[config.mk]
export PLATFORM = sky130hd
export DESIGN_NAME = rx_addr_filter
export DESIGN_NICKNAME = d
export VERILOG_FILES = /design/src/rtl/rx_afilt_pkg.sv /design/src/rtl/rx_afilt_cfg.sv /design/src/rtl/rx_afilt_exact.sv /design/src/rtl/rx_afilt_hash.sv /design/src/rtl/rx_addr_filter.sv
export SDC_FILE = /design/constraint.sdc
export NUM_CORES = 1
export LEC_CHECK = 0
export ABC_AREA = 1
export BUFFER_PORTS_ARGS = -buffer_cell sky130_fd_sc_hd__buf_2
export CAP_MARGIN = 10
export CORE_UTILIZATION = 41
export DETAILED_ROUTE_END_ITERATION = 7
export MAX_ROUTING_LAYER = met4
export PLACE_DENSITY = 0.56
export SYNTH_ARGS = -nofsm -noshare
export SYNTH_HDL_FRONTEND = slang
export SYNTH_HIERARCHICAL = 1
export SYNTH_SLANG_ARGS = --single-unit
[constraint.sdc]
create_clock -name clk_i -period 4.49 [get_ports clk_i]
set_input_delay 0.6735 -clock clk_i [delete_from_list [all_inputs] [get_ports clk_i]]
set_output_delay 0.6735 -clock clk_i [all_outputs]
set_load 0.005 [all_outputs]
[src/rtl/rx_afilt_pkg.sv]
package rx_afilt_pkg;
  localparam int WORD_W      = 16;
  localparam int MAC_W       = 48;
  localparam int CRC_W       = 32;
  localparam int NUM_ENTRIES = 4;
  localparam int HASH_WORDS  = 4;
  localparam int REG_ADDR_W  = 5;

  localparam int ENTRY_WORDS = MAC_W / WORD_W;
  localparam int WORD_BYTES  = WORD_W / 8;
  localparam int HASH_BITS   = HASH_WORDS * WORD_W;
  localparam int HASH_IDX_W  = $clog2(HASH_BITS);
  localparam int HWORD_SEL_W = $clog2(HASH_WORDS);
  localparam int ENTRY_IDX_W = $clog2(NUM_ENTRIES);
  localparam int STATUS_W    = 4 + ENTRY_IDX_W;

  // control word bits
  localparam int CTRL_PROMISC_BIT = 5;
  localparam int CTRL_HASH_EN_BIT = 8;

  // group bit of the first destination byte
  localparam int GROUP_BIT = MAC_W - 8;

  typedef struct packed {
    logic                   bcast;
    logic                   mcast;
    logic                   hash_hit;
    logic                   exact_hit;
    logic [ENTRY_IDX_W-1:0] idx;
  } rx_status_t;
endpackage

[src/rtl/rx_afilt_cfg.sv]
module rx_afilt_cfg
  import rx_afilt_pkg::*;
(
  input  logic                                clk_i,
  input  logic                                rst_ni,
  input  logic                                wr_en_i,
  input  logic [REG_ADDR_W-1:0]               wr_addr_i,
  input  logic [WORD_W-1:0]                   wr_data_i,
  output logic                                promisc_o,
  output logic                                hash_en_o,
  output logic [HASH_BITS-1:0]                hash_tbl_o,
  output logic [NUM_ENTRIES-1:0][MAC_W-1:0]   entry_o
);
  localparam logic [1:0] LAST_WORD = 2'(ENTRY_WORDS - 1);

  logic [NUM_ENTRIES-1:0][ENTRY_WORDS-1:0][WORD_W-1:0] ent_q;
  logic [HASH_WORDS-1:0][WORD_W-1:0]                   hash_q;
  logic promisc_q, hash_en_q;

  logic                   sel_ctrl, sel_hash, sel_ent;
  logic [ENTRY_IDX_W-1:0] ent_sel;
  logic [1:0]             word_sel;
  logic [HWORD_SEL_W-1:0] hword_sel;

  // map: 0x00 control, 0x04+w hash word, 0x10+4e+w entry word
  always_comb begin
    ent_sel   = wr_addr_i[2 +: ENTRY_IDX_W];
    word_sel  = wr_addr_i[1:0];
    hword_sel = wr_addr_i[HWORD_SEL_W-1:0];
    sel_ctrl  = wr_en_i && (wr_addr_i == '0);
    sel_hash  = wr_en_i && (wr_addr_i[REG_ADDR_W-1:2] == 3'b001);
    sel_ent   = wr_en_i && wr_addr_i[REG_ADDR_W-1] && (word_sel <= LAST_WORD);
  end

  always_ff @(posedge clk_i or negedge rst_ni) begin
    if (!rst_ni) begin
      promisc_q <= 1'b0;
      hash_en_q <= 1'b0;
      hash_q    <= '0;
      ent_q     <= '0;
    end else begin
      if (sel_ctrl) begin
        promisc_q <= wr_data_i[CTRL_PROMISC_BIT];
        hash_en_q <= wr_data_i[CTRL_HASH_EN_BIT];
      end
      if (sel_hash) hash_q[hword_sel] <= wr_data_i;
      for (int e = 0; e < NUM_ENTRIES; e++)
        for (int w = 0; w < ENTRY_WORDS; w++)
          if (sel_ent && ent_sel == ENTRY_IDX_W'(e) && word_sel == 2'(w))
            ent_q[e][w] <= wr_data_i;
    end
  end

  assign promisc_o  = promisc_q;
  assign hash_en_o  = hash_en_q;
  assign hash_tbl_o = hash_q;

  // low byte of each word is the earlier address byte
  for (genvar e = 0; e < NUM_ENTRIES; e++) begin : g_ent
    for (genvar w = 0; w < ENTRY_WORDS; w++) begin : g_word
      for (genvar b = 0; b < WORD_BYTES; b++) begin : g_byte
        assign entry_o[e][MAC_W-1 - w*WORD_W - b*8 -: 8] = ent_q[e][w][b*8 +: 8];
      end
    end
  end

  AST_CTRL_WRITE: assert property (@(posedge clk_i) disable iff (!rst_ni)
    (wr_en_i && wr_addr_i == '0) |=> (promisc_o == $past(wr_data_i[CTRL_PROMISC_BIT])
                                      && hash_en_o == $past(wr_data_i[CTRL_HASH_EN_BIT])));
  AST_CTRL_HOLD: assert property (@(posedge clk_i) disable iff (!rst_ni)
    (wr_en_i && wr_addr_i != '0) |=> ($stable(promisc_o) && $stable(hash_en_o)));
endmodule

[src/rtl/rx_afilt_exact.sv]
module rx_afilt_exact
  import rx_afilt_pkg::*;
(
  input  logic [NUM_ENTRIES-1:0][MAC_W-1:0] entry_i,
  input  logic [MAC_W-1:0]                  dest_i,
  output logic                              hit_o,
  output logic [ENTRY_IDX_W-1:0]            idx_o
);
  logic [NUM_ENTRIES-1:0] eq;

  for (genvar e = 0; e < NUM_ENTRIES; e++) begin : g_cmp
    assign eq[e] = (|entry_i[e]) && (entry_i[e] == dest_i);
  end

  // lowest matching index wins
  always_comb begin
    idx_o = '0;
    for (int e = NUM_ENTRIES - 1; e >= 0; e--)
      if (eq[e]) idx_o = ENTRY_IDX_W'(e);
  end

  assign hit_o = |eq;
endmodule

[src/rtl/rx_afilt_hash.sv]
module rx_afilt_hash
  import rx_afilt_pkg::*;
(
  input  logic [HASH_BITS-1:0] hash_tbl_i,
  input  logic [CRC_W-1:0]     crc_i,
  input  logic                 en_i,
  input  logic                 mcast_i,
  output logic                 hit_o
);
  logic [HASH_IDX_W-1:0] idx;

  // word select in the upper index bits, bit select below
  assign idx   = crc_i[CRC_W-1 -: HASH_IDX_W];
  assign hit_o = en_i && mcast_i && hash_tbl_i[idx];
endmodule

[src/rtl/rx_addr_filter.sv]
module rx_addr_filter
  import rx_afilt_pkg::*;
(
  input  logic                  clk_i,
  input  logic                  rst_ni,
  input  logic                  wr_en_i,
  input  logic [REG_ADDR_W-1:0] wr_addr_i,
  input  logic [WORD_W-1:0]     wr_data_i,
  input  logic                  lookup_valid_i,
  input  logic [MAC_W-1:0]      dest_addr_i,
  input  logic [CRC_W-1:0]      dest_crc_i,
  output logic                  res_valid_o,
  output logic                  accept_o,
  output logic [STATUS_W-1:0]   status_o
);
  logic                             promisc, hash_en;
  logic [HASH_BITS-1:0]             hash_tbl;
  logic [NUM_ENTRIES-1:0][MAC_W-1:0] entries;
  logic                             ex_hit, hs_hit, is_bcast, is_mcast;
  logic [ENTRY_IDX_W-1:0]           ex_idx;
  rx_status_t                       st_d, st_q;
  logic                             acc_d, acc_q, vld_q;

  rx_afilt_cfg u_cfg (
    .clk_i      (clk_i),
    .rst_ni     (rst_ni),
    .wr_en_i    (wr_en_i),
    .wr_addr_i  (wr_addr_i),
    .wr_data_i  (wr_data_i),
    .promisc_o  (promisc),
    .hash_en_o  (hash_en),
    .hash_tbl_o (hash_tbl),
    .entry_o    (entries)
  );

  rx_afilt_exact u_exact (
    .entry_i (entries),
    .dest_i  (dest_addr_i),
    .hit_o   (ex_hit),
    .idx_o   (ex_idx)
  );

  assign is_bcast = &dest_addr_i;
  assign is_mcast = dest_addr_i[GROUP_BIT] && !is_bcast;

  rx_afilt_hash u_hash (
    .hash_tbl_i (hash_tbl),
    .crc_i      (dest_crc_i),
    .en_i       (hash_en),
    .mcast_i    (is_mcast),
    .hit_o      (hs_hit)
  );

  always_comb begin
    st_d.bcast     = is_bcast;
    st_d.mcast     = is_mcast;
    st_d.hash_hit  = hs_hit;
    st_d.exact_hit = ex_hit;
    st_d.idx       = ex_idx;
    acc_d          = promisc || is_bcast || ex_hit || hs_hit;
  end

  always_ff @(posedge clk_i or negedge rst_ni) begin
    if (!rst_ni) begin
      vld_q <= 1'b0;
      acc_q <= 1'b0;
      st_q  <= '0;
    end else begin
      vld_q <= lookup_valid_i;
      acc_q <= lookup_valid_i && acc_d;
      st_q  <= lookup_valid_i ? st_d : '0;
    end
  end

  assign res_valid_o = vld_q;
  assign accept_o    = acc_q;
  assign status_o    = st_q;

  AST_RESULT_FOLLOWS: assert property (@(posedge clk_i) disable iff (!rst_ni)
    lookup_valid_i |=> res_valid_o);
  AST_IDLE_QUIET: assert property (@(posedge clk_i) disable iff (!rst_ni)
    !lookup_valid_i |=> (!res_valid_o && !accept_o && status_o == '0));
  AST_PROMISC_ACCEPT: assert property (@(posedge clk_i) disable iff (!rst_ni)
    (lookup_valid_i && promisc) |=> accept_o);
  AST_BCAST_ACCEPT: assert property (@(posedge clk_i) disable iff (!rst_ni)
    (lookup_valid_i && &dest_addr_i) |=> (accept_o && status_o[5] && !status_o[4]));
  AST_UNICAST_NOT_MCAST: assert property (@(posedge clk_i) disable iff (!rst_ni)
    (lookup_valid_i && !dest_addr_i[GROUP_BIT]) |=> !status_o[4]);
  AST_HASH_GATED: assert property (@(posedge clk_i) disable iff (!rst_ni)
    (lookup_valid_i && !hash_en) |=> !status_o[3]);
  AST_HASH_NEEDS_MCAST: assert property (@(posedge clk_i) disable iff (!rst_ni)
    status_o[3] |-> (status_o[4] && accept_o));
  AST_IDX_NEEDS_HIT: assert property (@(posedge clk_i) disable iff (!rst_ni)
    !status_o[2] |-> (status_o[1:0] == '0));
endmodule

==> flow_results.org, run 1 <==
** Run status
- Status :: complete, no violations

** Worst setup path
- At the worst endpoint, the arrival time is around 2700 ps.
- Data required time of the worst path :: 4960 ps
- Worst reg2reg startpoint :: u_cfg/entry_o[152]
- The signal on the critical path passes through buf_2 > inv_2 > nor2_4 > nand4_1 > nand2_1 > nand2_1.
- The worst setup path is captured at a flop.
- For flop-to-flop paths, the worst setup slack is 2290 ps.
- Critical path's largest stage delay :: 880 ps
- Counting cells, the worst reg-to-reg path comes to 11.
- Critical register-to-register path endpoint :: status_o[0]
- Along the worst path, the maximum fanout reaches 27.
- Most used cell, CP :: sky130_fd_sc_hd__nand2_1
- The setup path with the least slack is of type in2reg.
- Standard cell with the maximum stage delay on the critical path :: sky130_fd_sc_hd__nand4_1
- STA classifies the critical path startpoint as an input port.

** Detailed routing
- WL final :: 60.5 mm
- Number of DRC violations after detailed routing :: 0
- Summing over every cut layer, the via total after detailed routing is 15100.
- Via/cell ratio :: 5.49
- The first detailed-routing pass ran for 6 iterations.
- Count of antenna-violating nets left after detailed routing :: 0
- Initial DRC count :: 1808
- Dividing the detail-routed wire length by the instance count gives 22.0 um.

** STA
- The tightest hold path in the finished design has a slack of between 100 and 150 ps.
- Derived from the worst setup path, the maximum achievable clock frequency is 449 MHz.
- Pins over their slew limit :: 0
- At the pin with the least slew margin, the transition time is 894 ps.
- Setup repair after global routing missed its margin :: false
- Remaining max-slew budget at the tightest pin :: 40.2%
- After layout, the worst setup slack is around 2300 ps.
- Clock skew on the completed layout was measured at around 8 ps.
- Setup TNS after final layout :: 0 ps
- Hold Fails Final Rpt :: 0
- Endpoints failing setup :: 0
- Period Utilization, post-route :: 49.6%
- Post-layout min period :: 2230 ps

** Clock network
- Clock tree synthesis inserted a total of 31 buffers.
- Clock transition at the registers of the reported paths :: 60 ps
- CTS Sinks :: ~270
- Clock Path Buffers :: 3
- In this run the clock root is driven by a sky130_fd_sc_hd__clkbuf_16.
- Quantity of gates resized following cts :: 0
- Clock tree from TritonCTS :: done
- After clock tree synthesis, the flow added hold-fix buffers numbering 0.
- Clock network latency to the later pin of the worst-skew pair :: 590 ps
- Buffers inserted during post-CTS setup optimization :: 0
- CTS built an H-tree with a depth of 1.

** Global route
- Via count of the first global-routing pass :: 13900
- Global routing used between 30% and 40% of the available tracks.
- Largest net degree at the start of global routing :: 142
- The initial antenna violation count is 0.
- Summed over all layers, the global routing overflow is 0.
- Wire length of the first global-routing pass :: approximately 90 mm

** Synth
- Sequential-to-total area share from yosys stat :: 42.3%
- The synthesized design devotes to its leading area cell type a little over two fifths of total area.
- Register bit total from synthesis :: 266
- Cell Area, Synth :: 15700 um2
- Ranking of synthesized cells by instance count :: sky130_fd_sc_hd__nand2_1, sky130_fd_sc_hd__dfrtp_1, sky130_fd_sc_hd__nand4_1
- Yosys attributes the largest share of cell area to sky130_fd_sc_hd__dfrtp_1, sky130_fd_sc_hd__nand2_1, sky130_fd_sc_hd__nand4_1.
- Counting every net in the synthesized netlist gives 2331.
- Largest area contributor in the synthesized netlist :: sky130_fd_sc_hd__dfrtp_1
- Number of enable flip-flop cells after synthesis :: 0
- Mapped Avg Cell Area :: about 7.1 um2
- Cell with the most instances after synthesis :: sky130_fd_sc_hd__nand2_1
- During synthesis, Yosys emitted a total of 6 warnings.
- Synth Instances :: 2226
- Count of distinct cell types in the synthesized netlist :: 35
- In the synthesized netlist the dominant register cell turns out to be sky130_fd_sc_hd__dfrtp_1.
- Async set-reset flop share out of synthesis :: 100%

** Placement
- HPWL Detailed :: 38.9 mm
- Routability cong. :: 0.914
- Worst slack after detailed placement :: about 1700 ps
- During placement, the flow inserted port buffers numbering 86.

** Worst hold path
- In this run the worst hold path is classified as in2async.

** Floorplan
- The floorplan has 71 rows.
- Starting density of the core :: between 40% and 50%
- Core area :: 37700 um2
- # IOs :: 113
- The die covers 39200 um2.
- Measured along the y axis, the die boundary spans 198 um.
- The die is between 150 and 200 um wide.

** Cells and area
- The post-route netlist has under 10% of its cells at a drive strength greater than 1.
- In the final design database the tool counted 2322 nets.
- Compared with the post-synthesis result, the final layout area differs by 10.0%.

** Power and ir drop
- IR analysis of the VDD net gives a maximum drop of about 280 uV.
- Static leakage power :: 8.91 nW
- Power spread over the standard cell area amounts to 429 nW/um2.

** Run
- Max cap viols :: 0
## metrics by stage
stage / instance area, um2 / total power [mW] / util [%] / std cells
final: 17300 / 7.42 / 45.9 / 2752
after floorplan: 15700 / 4.16 / - / 2226
after global routing: 17300 / 7.79 / 45.9 / 2751
after detailed placement: 16200 / 4.73 / 43.1 / 2695
after CTS: 17300 / 7.44 / 45.9 / 2751
after global placement: 16200 / 4.71 / 43.1 / 2695
## per-layer routing
metal  global-route usage, %  vias up  wire (um)
met5                       -        -          0
met4                    10.5        0       1980
met3                    4.85      111       5220
met2                    47.6      666      26800
met1                    44.5     7303      26500
li1                        -     7025          -
## flip-flops by register name (all words and copies together) (netlist names)
name and count:
accept_o 1, res_valid_o 1, status_o 6, u_cfg/entry_o 192
u_cfg/hash_en_o 1, u_cfg/hash_tbl_o 64, u_cfg/promisc_o 1
## worst max path at each step
stage                      start                end  cells past startpoint
2_1_floorplan     dest_crc_i[27]           accept_o                     12
4_1_cts        u_cfg/entry_o[29]           accept_o                     10
5_1_grt        u_cfg/entry_o[29]           accept_o                     10
6_report            wr_addr_i[2]  u_cfg/entry_o[85]                      6
3_5_place_dp        wr_addr_i[2]  u_cfg/entry_o[85]                      6
3_3_place_gp        wr_addr_i[2]  u_cfg/entry_o[71]                      6
## worst max-delay path, delay by kind of cell
kind          cells  cell delay [ps]
simple gates      4             1780
buf+inv           2              230
## final cells by class
class                      instances  area, um2
antenna                            1       2.50
multi-input combinational       1686       7850
clock inverter                     9        145
timing repair buffer             101        591
inverter                         131        499
clock buffer                      47        926
fill                            3881      20400
sequential                       266       6660
tap                              511        639
## report_power, final
part / internal [mW] / total (mW) / switching (mW) / leakage [nW]
Sequential: 2.79 / 3.13 / 0.343 / 3.50
Clock: 1.64 / 2.69 / 1.06 / 0.531
Combinational: 0.560 / 1.60 / 1.04 / 4.88
Total: 4.99 / 7.42 / 2.44 / 8.91
## kinds of logic after synthesis
logic type | count (synthesis) | share of synthesized area, %
compound gates | 22 | 0.788
xor+xnor | 131 | 7.29
buf+inv | 274 | 8.02
flops | 266 | 42.3
simple gates | 1533 | 41.6
## cells in the final DEF (no fill, tap or decap), types with 3 or more instances in the layout
master                        n
sky130_fd_sc_hd__o21ai_0      9
sky130_fd_sc_hd__nor3_1       7
sky130_fd_sc_hd__buf_4       12
sky130_fd_sc_hd__nand3_2      4
sky130_fd_sc_hd__buf_2       85
sky130_fd_sc_hd__nor2_1     213
sky130_fd_sc_hd__nand2_2     10
sky130_fd_sc_hd__or2_0        3
sky130_fd_sc_hd__nor2_4      10
sky130_fd_sc_hd__a21oi_1      5
sky130_fd_sc_hd__nand2_1    980
sky130_fd_sc_hd__clkbuf_1     7
sky130_fd_sc_hd__nand4_1    219
sky130_fd_sc_hd__dfrtp_1    266
sky130_fd_sc_hd__clkbuf_8     9
sky130_fd_sc_hd__clkbuf_16   31
sky130_fd_sc_hd__xnor2_1     86
sky130_fd_sc_hd__inv_1       97
sky130_fd_sc_hd__inv_2       33
sky130_fd_sc_hd__xor2_1      45
sky130_fd_sc_hd__clkinv_2     5
sky130_fd_sc_hd__nor2_2       4
sky130_fd_sc_hd__nand3_1     74
sky130_fd_sc_hd__bufinv_16    4
sky130_fd_sc_hd__buf_12       3
sky130_fd_sc_hd__o21ai_1      4
(Power assumes the default switching activity.)
==> run 2, diff against run 1 <==
PLACE_DENSITY = 0.58   (was 0.56)
clock period = 1.9 ns   (was 4.49 ns; I/O delays follow)
==> run 2 against run 1 <==
The run now ends with setup timing left. Critical endpoint is now accept_o. Non-clock buffer count up 171. Routed wire length increased by 3.3%. Die area is the same. Via count grew 5.5%. Critical path type is now reg2reg.
==> flow_results.org, run 2 (same netlist as run 1, synthesis figures left out) <==
** Power and ir drop
- The maximum resistive drop on vdd is 578 uV (+110%).
- The share of power burned in registers came to 40.9% (-1.3 points).
- The static leakage is 9.88 nW (+11%).
- Net switching power :: 6.04 mW (+150%)
- Power Internal :: 11.9 mW (+140%)
- Switching Fraction :: 33.7% (+0.84 points)
- The power density over the cells is 944 nW/um2 (+120%).
- Fraction of power consumed by combinational cells :: 25.5% (+4.0 points)
- Clock network power share :: 33.6% (-2.7 points)

** STA
- Setup repair after global routing missed its margin :: true
- The normalized max-slew margin was 48.1% (+7.9 points).
- Final worst setup slack :: -35.0 ps (-2300 ps)
- The smallest clock period supported by the final layout is computed as 1940 ps.
- The number of endpoints with negative hold slack in the final report is 0 (unchanged).
- In the finished design, the share of the clock period the worst path needs comes to 102%.
- Transition time at the pin with the least slew margin :: 779 ps (-115 ps)
- Pins over their slew limit :: 0 (unchanged)
- For this run, the top clock speed supported by timing is 517 MHz.
- The number of failing setup endpoints in the final timing report is 2 (+2).
- The worst clock skew on the final layout came to 9.31 ps (+1.09 ps).

** Worst setup path
- Path depth of the worst reg2reg path :: 12 (+1)
- Critical path endpoint category :: flop
- Worst endpoint data arrival time :: 2400 ps (-300 ps)
- Data required time of the worst path :: 2360 ps (-2600 ps)
- Worst reg2reg startpoint :: u_cfg/entry_o[108]
- The register-to-register setup slack was -40 ps (-2330 ps).
- Critical register-to-register path endpoint :: accept_o
- Critical path origin :: u_cfg/entry_o[108]
- The worst-path maximum fanout is 4 (-85%).
- CP startpoint kind :: flop
- The critical path in this run is classified as reg2reg.

** Detailed routing
- Detailed-routed wire length on met3 :: 5.88 mm (+13%)
- The average wire per standard cell was 21.4 um (-2.8%).
- Via/cell ratio :: 5.45 (-0.76%)
- The overall routed net length came to 62.5 mm (+3.3%).
- The total via count in the routed design is 15900 (+5.5%).
- The post-route antenna net violation count was 0 (unchanged).
- After detailed routing, no signal wire sits above met4.
- Number of DRC violations after detailed routing :: 0 (unchanged)
- The met2 routed wirelength was 27.5 mm (+2.7%).
- WL met1 :: 26.2 mm (-1.1%)
- First-pass DRT Iterations :: 6 (unchanged)
- The violation count after the first detailed-route iteration is 1979 (+9.5%).

** Placement
- The final weighted congestion in routability-driven placement came to 1.02 (+11%).
- Buffers on Ports :: 86 (unchanged)
- Cell area after placement :: 17800 um2 (+9.8%)
- HPWL Detailed :: 41.9 mm (+7.9%)

** Clock network
- CTS Sinks :: 266 (unchanged)
- H-tree lvl count :: 1 (unchanged)
- Clock network latency to the later pin of the worst-skew pair :: 590 ps (about the same)
- TritonCTS built the clock tree.
- The clock transition time at the flip-flop clock pins of the worst setup and hold paths is 60 ps (about the same).
- Clock root buffer master :: sky130_fd_sc_hd__clkbuf_16
- The clock tree buffer depth is 3 (unchanged).
- The total clock buffers created by CTS came to 31 (unchanged).

** Cells and area
- Most frequent standard cell in the layout excluding fill and tap cells :: sky130_fd_sc_hd__nand2_1
- Most frequent cells in the layout :: sky130_fd_sc_hd__nand2_1, sky130_fd_sc_hd__dfrtp_1, sky130_fd_sc_hd__nand4_1
- The fill cell total of the finished layout came to 3741 (-3.6%).
- Number of flip-flops under the largest register name :: 192 (unchanged)
- The final core utilization was 50.5% (+4.6 points).
- The final net count was 2493 (+7.4%).
- The fraction of final layout cells sized beyond drive strength 1 was 17.4% (+7.7 points).
- Area growth from synthesis to layout :: 20.9%
- The final standard cell area without fillers was 19000 um2 (+9.9%).
- The sequential standard cell area came to 6660 um2 (unchanged).
- Area taken by multi-input logic gates :: 8000 um2 (+2.0%)

** Global route
- Global router's overall resource usage :: 33.0% (+1.0 points)
- The initial antenna violation count is 2 (+2).
- Largest net degree at the start of global routing :: 65 (-54%)
- The global-route wire length before repair was 93.1 mm (+4.0%).
- Leftover overflow at the end of global routing :: 0 (unchanged)
- Via count of the first global-routing pass :: 14900 (+7.5%)

** Floorplan
- The core region area is 37700 um2 (unchanged).
- The number of cell rows is 71 (unchanged).
- The top-level port count is 113 (unchanged).
- The horizontal die dimension is 198 um (unchanged).
- The floorplan die height is 198 um (unchanged).
- The area enclosed by the die boundary was 39200 um2 (unchanged).
- Starting density of the core :: 41.8% (unchanged)

** Run
- The reported max-cap violation count came to 0 (unchanged).

** Worst hold path
- The tightest min-delay check is of the in2reg type.
- The worst hold path passes through 3 cells.
- The worst hold path begins at lookup_valid_i.
- The path with the worst hold slack has its endpoint at status_o[2].

** Run status
- Violations in the final reports :: setup timing
- Status :: finished, violations left
==> run 2: cell count changes in the layout (fill, tap and decap cells not counted), sizes merged, moves of 2 or more <==
cell | before | now
buf | 101 | 270
bufinv | 4 | 2
clkbuf | 47 | 45
clkinv | 5 | 8
dlygate4sd3 | 0 | 2
==> run 2: final cells by class <==
type / instances / area share, %
multi-input combinational: 1686 / 42.1
antenna: 2 / 0.0263
sequential: 266 / 35.0
inverter: 131 / 2.62
timing repair buffer: 272 / 11.6
tap: 511 / 3.36
clock inverter: 12 / 0.612
clock buffer: 45 / 4.67
==> run 2: repair_timing <==
action / CTS / global route
endpoints found under the hold margin: 43 / 0
hold buffers: 2 / 0
buffers inserted: 0 / 2
cloned: 0 / 0
resized for setup: 7 / 35
pin swaps: 1 / 23
setup endpoints to repair: 4 / 4
==> run 2: how the worst max path moves through the flow <==
stage | to | slack, ps | cells after the start
after CTS | status_o[1] | 0.5 | 12
after detailed placement | status_o[2] | -190 | 13
after global placement | status_o[2] | -200 | 13
after floorplan | accept_o | 310 | 11
final | accept_o | -40 | 12
after global routing | status_o[2] | -90 | 13
==> run 2: per-layer routing <==
| layer | vias to the layer above | global-route usage [%] |
|---|---|---|
| li1 | 7356 | - |
| met1 | 7576 | 44.9 |
| met2 | 829 | 48.7 |
| met3 | 171 | 5.38 |
| met4 | 0 | 13.6 |
| met5 | - | - |
==> run 2: critical path, cell delays in order (launching register included) <==
cell and delay (ps):
sky130_fd_sc_hd__dfrtp_1 420, sky130_fd_sc_hd__nor2_2 140, sky130_fd_sc_hd__nand3_2 90, sky130_fd_sc_hd__nor2_2 190
sky130_fd_sc_hd__nand3_1 110, sky130_fd_sc_hd__nor2_1 110, sky130_fd_sc_hd__nor2_1 60, sky130_fd_sc_hd__nand2_1 120
sky130_fd_sc_hd__o21ai_2 80, sky130_fd_sc_hd__inv_2 80, sky130_fd_sc_hd__nand2_2 110, sky130_fd_sc_hd__o31ai_2 220
sky130_fd_sc_hd__nand2_1 70
==> run 2: stage by stage <==
stage                     setup slack [ps]  TNS [ps]  power, mW  hold slack (ps)  cells
after CTS                            0.477         0       17.8             14.6   2922
after global placement                -201      -552       11.7              255   2863
after global routing                 -91.6      -226       18.8             31.9   2925
final                                -35.0     -57.6       18.0             26.5   2925
after detailed placement              -185      -564       11.8              252   2863
after floorplan                        309         0       9.84            -10.6   2226
==> run 2: power groups by stage <==
stage	clock, mW	sequential [mW]	combinational, mW
final	6.04	7.35	4.57
after global routing	6.33	7.46	4.99
after detailed placement	0	7.41	4.39
after global placement	0	7.39	4.33
after CTS	6.07	7.33	4.43
after floorplan	0	7.28	2.56
